File: src/rtl/fault_pkg.sv
package fault_pkg;
  localparam int NUM_FAULTS = 6;
  localparam int DATA_W     = 8;
  localparam int ADDR_W     = 2;

  localparam int FLT_IN0  = 0;
  localparam int FLT_IN1  = 1;
  localparam int FLT_IN2  = 2;
  localparam int FLT_XTAL = 3;
  localparam int FLT_FB   = 4;
  localparam int FLT_LOL  = 5;

  typedef enum logic [ADDR_W-1:0] {
    REG_STATUS = 2'd0,
    REG_STICKY = 2'd1,
    REG_MASK   = 2'd2,
    REG_NONE   = 2'd3
  } reg_addr_e;
endpackage

File: src/rtl/fault_sync.sv
module fault_sync #(
  parameter int WIDTH  = 6,
  parameter int STAGES = 2
) (
  input  logic             clk_i,
  input  logic             rst_ni,
  input  logic [WIDTH-1:0] async_i,
  output logic [WIDTH-1:0] sync_o
);
  logic [WIDTH-1:0] chain_q [STAGES];

  for (genvar s = 0; s < STAGES; s++) begin : g_stage
    if (s == 0) begin : g_first
      always_ff @(posedge clk_i or negedge rst_ni) begin
        if (!rst_ni) chain_q[0] <= '0;
        else         chain_q[0] <= async_i;
      end
    end else begin : g_next
      always_ff @(posedge clk_i or negedge rst_ni) begin
        if (!rst_ni) chain_q[s] <= '0;
        else         chain_q[s] <= chain_q[s-1];
      end
    end
  end

  assign sync_o = chain_q[STAGES-1];
endmodule

File: src/rtl/fault_sticky.sv
module fault_sticky #(
  parameter int WIDTH = 6
) (
  input  logic             clk_i,
  input  logic             rst_ni,
  input  logic [WIDTH-1:0] status_i,
  input  logic [WIDTH-1:0] clr_i,
  output logic [WIDTH-1:0] sticky_o
);
  logic [WIDTH-1:0] status_d_q;
  logic [WIDTH-1:0] sticky_q;
  logic [WIDTH-1:0] fell;
  logic [WIDTH-1:0] set_vec;

  always_ff @(posedge clk_i or negedge rst_ni) begin
    if (!rst_ni) status_d_q <= '0;
    else         status_d_q <= status_i;
  end

  assign fell    = status_d_q & ~status_i;
  // set wins over clear
  assign set_vec = status_i | fell;

  always_ff @(posedge clk_i or negedge rst_ni) begin
    if (!rst_ni) sticky_q <= '0;
    else         sticky_q <= (sticky_q & ~clr_i) | set_vec;
  end

  assign sticky_o = sticky_q;

  for (genvar g = 0; g < WIDTH; g++) begin : g_chk
    AST_STICKY_ON_LEVEL: assert property (@(posedge clk_i) disable iff (!rst_ni)
      status_i[g] |=> sticky_q[g]);
    AST_STICKY_ON_FALL: assert property (@(posedge clk_i) disable iff (!rst_ni)
      (status_d_q[g] && !status_i[g]) |=> sticky_q[g]);
    AST_STICKY_HOLD: assert property (@(posedge clk_i) disable iff (!rst_ni)
      (sticky_q[g] && !clr_i[g]) |=> sticky_q[g]);
    AST_STICKY_CLEAR: assert property (@(posedge clk_i) disable iff (!rst_ni)
      (clr_i[g] && !status_i[g] && !status_d_q[g]) |=> !sticky_q[g]);
    AST_SET_WINS: assert property (@(posedge clk_i) disable iff (!rst_ni)
      (clr_i[g] && status_i[g]) |=> sticky_q[g]);
  end
endmodule

File: src/rtl/fault_irq.sv
module fault_irq #(
  parameter int WIDTH = 6
) (
  input  logic             clk_i,
  input  logic             rst_ni,
  input  logic [WIDTH-1:0] sticky_i,
  input  logic [WIDTH-1:0] mask_i,
  output logic             irq_o
);
  logic irq_q;

  always_ff @(posedge clk_i or negedge rst_ni) begin
    if (!rst_ni) irq_q <= 1'b0;
    else         irq_q <= |(sticky_i & ~mask_i);
  end

  assign irq_o = irq_q;

  AST_IRQ_RAISE: assert property (@(posedge clk_i) disable iff (!rst_ni)
    ((sticky_i & ~mask_i) != '0) |=> irq_q);
  AST_IRQ_DROP: assert property (@(posedge clk_i) disable iff (!rst_ni)
    ((sticky_i & ~mask_i) == '0) |=> !irq_q);
endmodule

File: src/rtl/fault_status_unit.sv
module fault_status_unit
  import fault_pkg::*;
#(
  parameter int SYNC_STAGES = 2
) (
  input  logic              clk_i,
  input  logic              rst_ni,
  input  logic [2:0]        los_in_i,
  input  logic              los_xtal_i,
  input  logic              los_fb_i,
  input  logic              lol_i,
  input  logic [ADDR_W-1:0] addr_i,
  input  logic [DATA_W-1:0] wdata_i,
  input  logic              we_i,
  output logic [DATA_W-1:0] rdata_o,
  output logic              irq_o,
  output logic              lol_o
);
  logic [NUM_FAULTS-1:0] raw;
  logic [NUM_FAULTS-1:0] status;
  logic [NUM_FAULTS-1:0] sticky;
  logic [NUM_FAULTS-1:0] mask_q;
  logic [NUM_FAULTS-1:0] clr;
  logic                  wr_sticky;
  logic                  wr_mask;

  assign raw[FLT_IN0]  = los_in_i[0];
  assign raw[FLT_IN1]  = los_in_i[1];
  assign raw[FLT_IN2]  = los_in_i[2];
  assign raw[FLT_XTAL] = los_xtal_i;
  assign raw[FLT_FB]   = los_fb_i;
  assign raw[FLT_LOL]  = lol_i;

  fault_sync #(.WIDTH(NUM_FAULTS), .STAGES(SYNC_STAGES)) u_sync (
    .clk_i  (clk_i),
    .rst_ni (rst_ni),
    .async_i(raw),
    .sync_o (status)
  );

  assign wr_sticky = we_i && (addr_i == REG_STICKY);
  assign wr_mask   = we_i && (addr_i == REG_MASK);
  // write-zero-to-clear
  assign clr       = wr_sticky ? ~wdata_i[NUM_FAULTS-1:0] : '0;

  fault_sticky #(.WIDTH(NUM_FAULTS)) u_sticky (
    .clk_i   (clk_i),
    .rst_ni  (rst_ni),
    .status_i(status),
    .clr_i   (clr),
    .sticky_o(sticky)
  );

  always_ff @(posedge clk_i or negedge rst_ni) begin
    if (!rst_ni)      mask_q <= '1;
    else if (wr_mask) mask_q <= wdata_i[NUM_FAULTS-1:0];
  end

  fault_irq #(.WIDTH(NUM_FAULTS)) u_irq (
    .clk_i   (clk_i),
    .rst_ni  (rst_ni),
    .sticky_i(sticky),
    .mask_i  (mask_q),
    .irq_o   (irq_o)
  );

  assign lol_o = status[FLT_LOL];

  always_comb begin
    rdata_o = '0;
    case (addr_i)
      REG_STATUS: rdata_o[NUM_FAULTS-1:0] = status;
      REG_STICKY: rdata_o[NUM_FAULTS-1:0] = sticky;
      REG_MASK:   rdata_o[NUM_FAULTS-1:0] = mask_q;
      default:    rdata_o = '0;
    endcase
  end

  AST_MASK_WRITE: assert property (@(posedge clk_i) disable iff (!rst_ni)
    wr_mask |=> (mask_q == $past(wdata_i[NUM_FAULTS-1:0])));
  AST_MASK_KEEP: assert property (@(posedge clk_i) disable iff (!rst_ni)
    !wr_mask |=> $stable(mask_q));
  AST_LOL_PIN: assert property (@(posedge clk_i) disable iff (!rst_ni)
    $rose(lol_o) |-> $past(raw[FLT_LOL], SYNC_STAGES));
endmodule

File: config.mk
export PLATFORM = sky130hd
export DESIGN_NAME = fault_status_unit
export DESIGN_NICKNAME = d
export VERILOG_FILES = /design/src/rtl/fault_pkg.sv /design/src/rtl/fault_sync.sv /design/src/rtl/fault_sticky.sv /design/src/rtl/fault_irq.sv /design/src/rtl/fault_status_unit.sv
export SDC_FILE = /design/constraint.sdc
export NUM_CORES = 1
export LEC_CHECK = 0
export BUFFER_PORTS_ARGS = -buffer_cell sky130_fd_sc_hd__buf_2
export CORE_MARGIN = 4
export CORE_UTILIZATION = 45
export DETAILED_ROUTE_END_ITERATION = 10
export PLACE_DENSITY = 0.69
export SLEW_MARGIN = 5
export SYNTH_ARGS = -nofsm -noshare
export SYNTH_HDL_FRONTEND = slang
export SYNTH_SLANG_ARGS = --single-unit
File: constraint.sdc
create_clock -name clk_i -period 2.25 [get_ports clk_i]
set_clock_uncertainty 0.2 [all_clocks]
set_input_delay 0.225 -clock clk_i [delete_from_list [all_inputs] [get_ports clk_i]]
set_output_delay 0.225 -clock clk_i [all_outputs]
set_load 0.02 [all_outputs]
# After elaboration in Yosys (flattened, before gate mapping)
# Index checks and enable logic that the tools add are counted.
# totals
ff_bits,31
elab_cells,23
# classes
bitwise_logic,9
n_eq_ne,2
mux,2
reduce_logical,4
# ops
op,count
NOT 6 bit,4
AND 6 bit,3
case mux 6 bit (3 select lines),1
OR 6 bit,2
2-to-1 mux 6 bit,1
OR reduction 6 bit,1
equality test 2 x 1 -> 1 bit (second input constant),1
equality test 2 bit (second input constant),1
logical AND 1 bit,2
logical NOT 2 bit,1

# Longest topological paths before layout
# depth
word_depth,6
mapped_depth,4
mapped_depth_nobuf,3

# Hierarchy
# From an unflattened synthesis, not the netlist that was laid out.
# unflattened
cells_unflattened,97
area_unflattened_um2,1224.9
# by_module_without_submodules
mod,n_inst,area_each_um2,cells_per_inst
fault_status_unit,1,431.7,38
fault_sticky,1,375.4,30
fault_sync,1,345.3,18
fault_irq,1,72.6,11

# Least setup slack after synthesis
# OpenSTA, ideal clock, no wires.
# synth_timing
kind,register to output
startpoint,register mask_q[5]
endpoint,output rdata_o[5]
required_time_ps,1825
path_stages_with_launch,3
t_arrival_ps,1062
setup_slack_ps,763
cell_sequence,dfstp_2 > mux2i_1 > o21ai_0
# synth_via
elab_chain_cells,1
# synth_lines
element,line_no,text
"start, declared",fault_status_unit.sv:22,logic [NUM_FAULTS-1:0] mask_q;
"start signal, assigned",fault_status_unit.sv:56,else if (wr_mask) mask_q <= wdata_i[NUM_FAULTS-1:0];
case mux 6 bit (3 select lines),fault_status_unit.sv:71,case (addr_i)
"end, declared",fault_status_unit.sv:15,"output logic [DATA_W-1:0] rdata_o,"
# Every way passes these cells.

# Worst setup path in the final report
# Same ends and word-level chain as after synthesis.

==> impl_results.md <==
- Outcome: complete, no violations
- Leakage power: around 0.7 nW
- Antenna-violating nets left: 0
- Pwr Total: between 0.001 and 0.0015 W
- Wirelength per Cell: between 10 and 15 um
- Initial Util: 46.9%
- Total congestion overflow: 0
- Synth Instances: 90
- Max clock buf depth: 2
- Least-Margin Pin Slew: about 0.65 ns
- Vias: 761
- Port bufs: 24
- Layout area overhead: 29.0%
- Final hold vios: 0
- Vias per cell: 4.67
- # IOs: 29
- Die Y: around 59 um
- Crit Path Class: reg -> out
- DRC: 0
- Seq/Total Area, Yosys: approximately 68%
- ANT cells: 0
- Distinct cells, synth: 16
- Total GRT Usage: 14.3%
- Most frequent cells in the layout: 25 x dfrtp_1, 24 x buf_2, 13 x dlygate4sd3_1
- H-Tree Depth: 2
- Final net count: about 150
- Total CTS buffers: 5
- Worst reg-to-reg path cell count: 2
- GPL Wtd Cong: slightly below 0.7
- Min cycle time layout: 1.72 ns
- CTS root buf: clkbuf_4
- Worst Hold Class: in -> reg
- Worst-path clk slew: about 0.09 ns
- Critical path launch point type: flip-flop
- Max_slew headroom: approximately 56%
- Filler instances: between 200 and 250
- CP max FO: 3
- Die width: 58.6 um
- Worst skew pair latency: 0.32 ns
- Mapped Area: ~1200 um2
- Final wirelength: 2050 um
- Number of synthesized register bits: 31
- RSZ-0062 raised after global routing: false
- Peak supply drop: between 600 and 700 uV
- Num rows: 18
- Number of global-route vias before repair: 776
- Final TNS setup: 0 ns
- CTS tree: built
- Clock sink total: 31
- Max Freq: 582 MHz
- Die area: roughly 3400 um2
- Max-Cap Viols: 0
- Pre-antenna DRT Iters: 4
- Setup violators final: 0
- DRT iter0 DRCs: 15
- Initial antenna violation count: 0
- Period Utilization, post-route: roughly 76%
- Final Slew Violations: 0
- P per Cell Area: 761 nW/um2
- Largest net degree at the start of global routing: 32
- Yosys synthesis warning count: 0
- Post-CTS setup buffers: 0
- WHS Path Cells: 3
- WP data required: 1.82 ns
- Layout cell share with drive strength beyond 1: between 30% and 40%
- First-pass GRT wire length: ~3600 um
- Syn Area/Cell: ~13 um2
- CP Data Arrival Time: roughly 1.3 ns
- Core ar.: around 2500 um2
- Most common cell after layout, fill and taps aside: dfrtp_1
- CP Capture Type: output pin
==> area by class of cell <==
type / instances / area [um2] / area share [%]
Sequential cell: 31 / 783 / 52.7
Multi-Input combinational cell: 51 / 324 / 21.8
Timing Repair Buffer: 37 / 250 / 16.8
Clock buffer: 8 / 68.8 / 4.63
Tap cell: 30 / 37.5 / 2.53
Inverter: 6 / 22.5 / 1.52
==> worst paths after layout <==
kind / from / endpoint / slack (ns)
max: mask_q[5]$_DFFE_PN1P_ / rdata_o[5] / 0.53
min: we_i / mask_q[4]$_DFFE_PN1P_ / 0.13
max reg2reg: mask_q[2]$_DFFE_PN1P_ / u_irq.irq_o$_DFF_PN0_ / 0.94
min reg2reg: u_sync.chain_q[6]$_DFF_PN0_ / u_sync.sync_o[0]$_DFF_PN0_ / 0.15
max in group asynchronous: rst_ni / u_sticky.status_d_q[5]$_DFF_PN0_ / 1.15
min in group asynchronous: rst_ni / u_sticky.sticky_o[4]$_DFF_PN0_ / 0.27
==> critical path: stages (launching register included) <==
cell	delay, ns
dfstp_2	0.55
mux2i_1	0.06
o21ai_0	0.17
buf_2	0.20
==> repair_timing <==
action / in CTS / in global routing
hold buffers: 13 / 0
resized for setup: 0 / 0
endpoints found under the hold margin: 43 / 0
==> registers in the layout, summed over array words and instances (netlist names) <==
| name | count |
|---|---|
| mask_q | 6 |
| u_irq.irq_o | 1 |
| u_sync.sync_o | 6 |
| u_sticky.status_d_q | 6 |
| u_sync.chain_q | 6 |
| u_sticky.sticky_o | 6 |
==> cell usage after synthesis <==
| cell type | n | share of area (%) |
|---|---|---|
| dfrtp_1 | 25 | 54 |
| nand2_1 | 12 | 3.9 |
| o21ai_0 | 12 | 5.2 |
| dfstp_2 | 6 | 14 |
| inv_1 | 6 | 2.0 |
| mux2_2 | 6 | 5.9 |
| mux2i_1 | 6 | 5.2 |
| nor2_1 | 6 | 2.0 |
| o22ai_1 | 3 | 1.6 |
| buf_4 | 2 | 1.3 |
| buf_6 | 1 | 0.98 |
| conb_1 | 1 | 0.33 |
| nand3b_1 | 1 | 0.65 |
| nand3b_4 | 1 | 1.7 |
| nor2b_2 | 1 | 0.76 |
| or3_1 | 1 | 0.54 |
==> kinds of logic after synthesis <==
group,share of synthesized area (%)
flip-flops,68.0
multiplexers,11.1
AO/OA/AOI/OAI,6.84
AND/OR/NAND/NOR,9.56
other,0.325
buffers and inverters,4.23
==> stage by stage <==
| stage | cells | util [%] | setup slack (ns) | hold WS (ns) | cell area [um2] |
|---|---|---|---|---|---|
| finish | 163 | 60.6 | 0.532 | 0.132 | 1490 |
| global placement | 142 | 52.4 | 0.732 | 0.0845 | 1290 |
| global route | 163 | 60.6 | 0.446 | 0.132 | 1490 |
| CTS | 163 | 60.6 | 0.510 | 0.131 | 1490 |
| floorplan | 91 | - | 0.763 | -0.271 | 1160 |
| detailed placement | 142 | 52.4 | 0.730 | 0.0863 | 1290 |
==> report_power, final <==
part	total, W	leakage (nW)	internal, W	switching (W)
clock	0.000353	0.0386	0.000184	0.000170
combinational	0.000143	0.347	0.0000705	0.0000724
sequential	0.000635	0.335	0.000611	0.0000240
==> metal layers <==
metal	GRT usage [%]	vias up	wire, um
met4	6.80	0	41
met3	6.36	7	164
met5	0	-	0
met2	22.0	25	1020
li1	-	380	-
met1	17.3	349	824
Note: power is estimated with default switching activity, not from simulation.
